$ cat src/rtl/cadu_serializer.sv
module cadu_serializer #(
  parameter int          FRAME_BYTES = 1100,
  parameter int          DEPTH       = 5,
  parameter int          NPAR        = 32,
  parameter logic [31:0] SYNC        = 32'h1ACFFC1D,
  parameter logic [7:0]  FILL        = 8'h55,
  parameter logic [8:0]  PRIM        = 9'h11D
) (
  input  logic       clk,
  input  logic       rst_n,
  input  logic       frame_ready,
  input  logic [7:0] fifo_data,
  output logic       fifo_rd,
  output logic       ser_out
);

  localparam int UNIT     = 4 + FRAME_BYTES + DEPTH * NPAR;
  localparam int IW       = $clog2(UNIT);
  localparam int DW       = (DEPTH > 1) ? $clog2(DEPTH) : 1;
  localparam int DATA_END = 4 + FRAME_BYTES;
  localparam logic [IW-1:0] I_DATA = IW'(4);
  localparam logic [IW-1:0] I_PAR  = IW'(DATA_END);
  localparam logic [IW-1:0] I_LAST = IW'(UNIT - 1);
  localparam logic [DW-1:0] IL_LAST = DW'(DEPTH - 1);

  function automatic logic [7:0] gmul(input logic [7:0] a, input logic [7:0] b);
    logic [7:0] p;
    logic [7:0] x;
    p = 8'h00;
    x = a;
    for (int i = 0; i < 8; i++) begin
      if (b[i]) p = p ^ x;
      x = x[7] ? ({x[6:0], 1'b0} ^ PRIM[7:0]) : {x[6:0], 1'b0};
    end
    return p;
  endfunction

  function automatic logic [NPAR*8-1:0] gen_poly();
    logic [(NPAR+1)*8-1:0] c;
    logic [7:0] root;
    c = '0;
    c[7:0] = 8'h01;
    root = 8'h01;
    for (int k = 0; k < NPAR; k++) begin
      for (int i = k + 1; i >= 1; i--)
        c[8*i +: 8] = c[8*(i-1) +: 8] ^ gmul(c[8*i +: 8], root);
      c[7:0] = gmul(c[7:0], root);
      root = gmul(root, 8'h02);
    end
    return c[NPAR*8-1:0];
  endfunction

  localparam logic [NPAR*8-1:0] GEN = gen_poly();

  logic [2:0]    ph;
  logic [IW-1:0] nidx;
  logic [7:0]    sr;
  logic          use_fifo;
  logic [DW-1:0] il;
  logic [7:0]    par [DEPTH][NPAR];

  logic [7:0] par_top, data_byte, sync_byte, next_byte, fb;
  logic       load, in_sync, in_data;

  assign load      = (ph == 3'd7);
  assign in_sync   = (nidx < I_DATA);
  assign in_data   = !in_sync && (nidx < I_PAR);
  assign data_byte = use_fifo ? fifo_data : FILL;
  assign sync_byte = SYNC[8*(3 - int'(nidx[1:0])) +: 8];
  assign fb        = data_byte ^ par_top;
  assign next_byte = in_sync ? sync_byte : (in_data ? data_byte : par_top);
  assign fifo_rd   = (ph == 3'd5) && in_data && use_fifo;
  assign ser_out   = sr[7];

  always_comb begin
    par_top = 8'h00;
    for (int d = 0; d < DEPTH; d++)
      if (il == DW'(d)) par_top = par[d][NPAR-1];
  end

  always_ff @(posedge clk) begin
    if (!rst_n) begin
      ph       <= 3'd7;
      nidx     <= '0;
      sr       <= 8'h00;
      use_fifo <= 1'b0;
      il       <= '0;
      for (int d = 0; d < DEPTH; d++)
        for (int i = 0; i < NPAR; i++) par[d][i] <= 8'h00;
    end else begin
      ph <= ph + 3'd1;
      if (!load) begin
        sr <= {sr[6:0], 1'b0};
      end else begin
        sr   <= next_byte;
        nidx <= (nidx == I_LAST) ? '0 : nidx + IW'(1);
        if (in_sync) begin
          il <= '0;
          if (nidx == '0) begin
            use_fifo <= frame_ready;
            for (int d = 0; d < DEPTH; d++)
              for (int i = 0; i < NPAR; i++) par[d][i] <= 8'h00;
          end
        end else begin
          il <= (il == IL_LAST) ? '0 : il + DW'(1);
          for (int d = 0; d < DEPTH; d++) begin
            if (il == DW'(d)) begin
              par[d][0] <= in_data ? gmul(fb, GEN[7:0]) : 8'h00;
              for (int i = 1; i < NPAR; i++)
                par[d][i] <= par[d][i-1] ^ (in_data ? gmul(fb, GEN[8*i +: 8]) : 8'h00);
            end
          end
        end
      end
    end
  end

endmodule

$ cat config.mk
export PLATFORM = sky130hd
export DESIGN_NAME = cadu_serializer
export DESIGN_NICKNAME = d
export VERILOG_FILES = /design/src/rtl/cadu_serializer.sv
export SDC_FILE = /design/constraint.sdc
export NUM_CORES = 2
export LEC_CHECK = 0
export ABC_CLOCK_PERIOD_IN_PS = 25800
export CORE_MARGIN = 4
export CORE_UTILIZATION = 47
export DETAILED_ROUTE_END_ITERATION = 6
export DONT_BUFFER_PORTS = 1
export GPL_TIMING_DRIVEN = 0
export PLACE_DENSITY = 0.63
export RECOVER_POWER = 100
export SLEW_MARGIN = 20
export SYNTH_ARGS = -nofsm -noshare
export SYNTH_HDL_FRONTEND = slang
export SYNTH_SLANG_ARGS = --single-unit
export TNS_END_PERCENT = 1
$ cat constraint.sdc
create_clock -name clk -period 25.8 [get_ports clk]
set_clock_uncertainty 0.05 [all_clocks]
set_input_delay 5.16 -clock clk [delete_from_list [all_inputs] [get_ports clk]]
set_output_delay 5.16 -clock clk [all_outputs]
set_load 0.03 [all_outputs]
# Word level (Yosys, flattened, before mapping)
# Memory sizes are Yosys's and may differ from the RTL's.
# Cells that the tools add are included.
# totals
ff_bits	26
ramBits	1280
inputBits	11
out_inout_bits	2
elab_cells	2597
mem_count	1
# memory_table
memory	depth	word_bits	rd	rd_clocked_by_memory_dff	write_ports	line	rtl
par	5	256	5	0	5	60	logic [7:0] par [DEPTH][NPAR];
# op_classes
n_addsub	4
order_cmp	2
eq_ne	7
shift	1
muxes	1795
bitwise_logic	773
n_reduce_logical	8
# ops
op	n
8-bit 2-to-1 mux	1754
8-bit bitwise XOR	446
1-bit OR	320
5-bit 2-to-1 mux	7
32-bit by 6-bit indexed part select with 8-bit output (first input constant)	1
1-bit 2-to-1 mux	31
4-bit NOT	7
11-bit by 1-bit adder with 11-bit output (second input constant)	1
11-bit equality test (second input constant)	1
11-bit logical NOT	1
11-bit < comparator (second input constant)	1
11-bit by 3-bit < comparator with 1-bit output (second input constant)	1
11-bit 2-to-1 mux	1
3-bit equality test (second input constant)	3
3-bit by 1-bit adder with 3-bit output (second input constant)	2
3-bit by 2-bit equality test with 1-bit output (second input constant)	2
3-bit 2-to-1 mux	2
3-bit by 1-bit equality test with 1-bit output (second input constant)	1
1-bit logical AND	3
3-bit logical NOT	1
3-bit AND reduction	1
2-bit by 2-bit subtractor with 3-bit output (first input constant)	1
2-bit AND reduction	1
1-bit logical NOT	1

# Depth between registers and ports, before layout
# depth
word_depth	44
depth_mapped	15
depth_no_buf	11

# Worst setup path after synthesis
# No wires, ideal clock.
# synth_path
path_kind	input to register
from	input port rst_n
to	memory par[0][0] in the netlist's numbering (enable)
setup_ns	0.628
arrival_ns	11.878
required_ns	25.122
setup_slack_ns	13.244
stages	7
n_path_buf	3
cell_sequence	clkbuf_1 nand2_1 nor3_1 nand2_1 clkbuf_1 buf_1 nand2_1
# synth_lines
item	line	rtl
start: declaration	10	input logic rst_n,
end: declaration	60	

==> flow_summary_export.csv <==
group,metric,value,unit
sta,finalCritPeriodShare,62.7,%
detailed_routing,vias,35600,
sta,clock.fmax,61.9,MHz
clock_tree,cts_buffers,143,
clock_tree,clockBufferDepth,3,
sta,tns,0,ps
synthesis,synth_enable_flop_cells,1280,
finish,synthToLayoutAreaGrowth,10.4,%
finish,fin_util,52.5,%
sta,tightest_slew,3170,ps
flow_run,timing.max_cap.violations,81,
synthesis,ys_top_cells_by_count,"1300 x nor2_1, 1280 x edfxtp_1, 1201 x xnor2_1",
finish,nNetsFinal,4921,
clock_tree,cts_tree,"built",
placement,dp_hpwl,124000,um
synthesis,yosys.area.top_type,"edfxtp_1",
synthesis,synth_area_leaders,"edfxtp_1 63%, xnor2_1 17%, nor2_1 8.0%",
floorplanning,initial_core_util,47.5,%
floorplanning,ioPinCount,13,
floorplanning,die_y,368,um
global_routing,grt_pass1_vias,34700,
placement,place_congestion,1.08,
synthesis,avgSynthCellArea,12.9,um^2
pwr,power_density,85.6,mW/mm^2
synthesis,synthCells,4719,
worst_setup_path,cp_data_arrival_time,16430,ps
sta,hold_ws,361,ps
sta,setup_viol,0,
detailed_routing,routed_wl,174000,um
sta,relSlewSlack,-111,%
detailed_routing,highest_layer,"met5",
sta,slew_viol_final,1791,
synthesis,synth_fp_nets,4743,
clock_tree,post_cts_buffers,0,
detailed_routing,detail_route.vias_per_cell,5.28,
placement,io_buffers,0,
synthesis,yosysMostFrequentCell,"nor2_1",
clock_tree,cts_num_sinks,1306,
synthesis,synth_top_flop_cell,"edfxtp_1",
floorplanning,die-area,0.135,mm^2
floorplanning,fp-row-count,131,
synthesis,synth_top_area_share,63.2,%
worst_setup_path,critPathLaunchType,"input pin",
synthesis,synth_seq_cells,1306,
run_status,outcome,"finished with violations",
sta,rsz0062_at_grt,"false",
clock_tree,cts-root-buf,"clkbuf_16",
pwr,power_leakage,20.9,nW
synthesis,yosysSeqAreaShare,64.1,%
synthesis,async_reset_ff_share,0,%
worst_setup_path,cp-end-kind,"flip-flop",
finish,fill_cells,11000,
finish,drive_gt1_share,4.69,%
floorplanning,core,0.128,mm^2
synthesis,synth.cell_area,0.0608,mm^2
detailed_routing,wl_per_cell,25.8,um
detailed_routing,dr_wl_met3,17800,um
synthesis,synth_warnings,0,
detailed_routing,ant_nets,0,
worst_setup_path,cp.required,26070,ps
detailed_routing,dr.pass1.iters,6,
finish,regArea,0.0390,mm^2
worst_setup_path,path_max_fanout,50,
global_routing,grt_pass1_wl,248000,um
detailed_routing,drc,0,
worst_setup_path,worstSetupPathType,"input pin to flip-flop",
sta,finalHoldViolations,0,
finish,multi_input_area,0.0204,mm^2
clock_tree,post_cts_resized,0,
sta,final.min_clock_period,16170,ps
clock_tree,cts.clk_slew.worst_paths,60,ps
global_routing,grtUsageTotal,25.6,%
global_routing,antenna_found_initial,7,
clock_tree,cts-hold-fix-buffers,0,
detailed_routing,wl_met2,81300,um
global_routing,grt_remaining_overflow,0,
run_status,violations,"max-capacitance violations, max-slew violations",
clock_tree,h-tree-depth,4,
pwr,ir_drop,47.9,uV
synthesis,ys_types,51,
global_routing,grt_start_max_net_pins,57,
worst_hold_path,hold_class,"flip-flop to flip-flop",
floorplanning,die_x,368,um
detailed_routing,m1WireLength,67300,um
clock_tree,insertion_delay,800,ps
detailed_routing,drtIter0Drc,4368,
[per-layer routing]
layer  vias up  track usage (%)
met5         -                0
met4         8             9.60
met3       397             8.44
met2      1553             41.2
met1     17500             32.2
li1      16100                -
[final cells by class]
cell class / instances / area share [%]
Inverter: 17 / 0.0950
Buffer: 227 / 1.34
Antenna cell: 7 / 0.0261
Clock inverter: 66 / 0.939
Timing Repair Buffer: 33 / 0.212
Multi-Input combinational cell: 3169 / 30.4
Sequential cell: 1306 / 58.0
Clock buffer: 192 / 5.79
Tap cell: 1729 / 3.22
[flip-flops by register name, indices dropped and copies added, names as in the netlist]
name and count:
nidx 11, il 3, par 1280, sr 8, use_fifo 1, ph 3
[cell usage in the layout, fill, tap and decap left out, types with 6 or more instances in the layout]
| cell type | n |
|---|---|
| inv_1 | 15 |
| and3_1 | 11 |
| clkinv_8 | 7 |
| o211ai_1 | 6 |
| xnor2_1 | 1219 |
| xor2_1 | 86 |
| clkinv_2 | 23 |
| nor4_1 | 12 |
| and2_0 | 14 |
| clkinv_1 | 25 |
| dfxtp_1 | 26 |
| buf_4 | 6 |
| nor2b_1 | 6 |
| xnor3_1 | 36 |
| clkbuf_16 | 148 |
| nand3_1 | 14 |
| diode_2 | 7 |
| clkbuf_1 | 278 |
| or3_1 | 26 |
| mux2i_1 | 53 |
| bufinv_16 | 9 |
| edfxtp_1 | 1280 |
| nand2b_1 | 50 |
| o21bai_1 | 11 |
| buf_2 | 7 |
| a21oi_1 | 49 |
| nand2_1 | 127 |
| ha_1 | 13 |
| o21ai_0 | 39 |
| nor2_1 | 1353 |
[worst paths after layout]
kind,from,end,slack (ps),cells past startpoint
worst max-delay path,rst_n,par[0][303],9630,11
worst min-delay path,ph[0],ph[0],360,1
worst min register to register,ph[0],ph[0],360,1
worst max register to register,ph[0],par[0][303],13720,12
[worst max-delay path: stages]
cell and delay [ps]:
clkbuf_1 330, nand2_1 180, nor3_1 700, nand2_1 600
clkbuf_1 610, clkbuf_1 440, nand2_1 910, clkbuf_1 1330
clkbuf_1 2180, clkbuf_1 1740, clkbuf_1 2080
[stage by stage]
stage / std cells / setup slack (ps) / power, mW / area (um^2)
3_5_place_dp: 6481 / 15500 / 3.81 / 63900
2_1_floorplan: 4719 / 13240 / 3.54 / 60800
3_3_place_gp: 6448 / 6610 / 3.89 / 63000
6_report: 6746 / 9630 / 5.75 / 67200
4_1_cts: 6739 / 16320 / 5.80 / 68400
5_1_grt: 6739 / 8600 / 5.92 / 67100
[power breakdown]
group | leakage, nW | internal (mW) | switching (mW)
registers | 13.9 | 2.65 | 0.124
clock network | 2.21 | 1.15 | 0.858
logic | 4.77 | 0.362 | 0.602
[logic make-up (layout without fill, tap and decap cells)]
group,after synthesis,in the layout,share of synthesized area [%]
fa+ha+maj,13,13,0.267
buf+inv,244,535,1.70
compound gates,124,124,1.30
xor+xnor,1350,1350,20.8
other cells,0,7,0
flops,1306,1306,64.1
simple gates,1629,1629,11.0
mux,53,53,0.872
No activity file was read; power rests on OpenSTA's default activity.
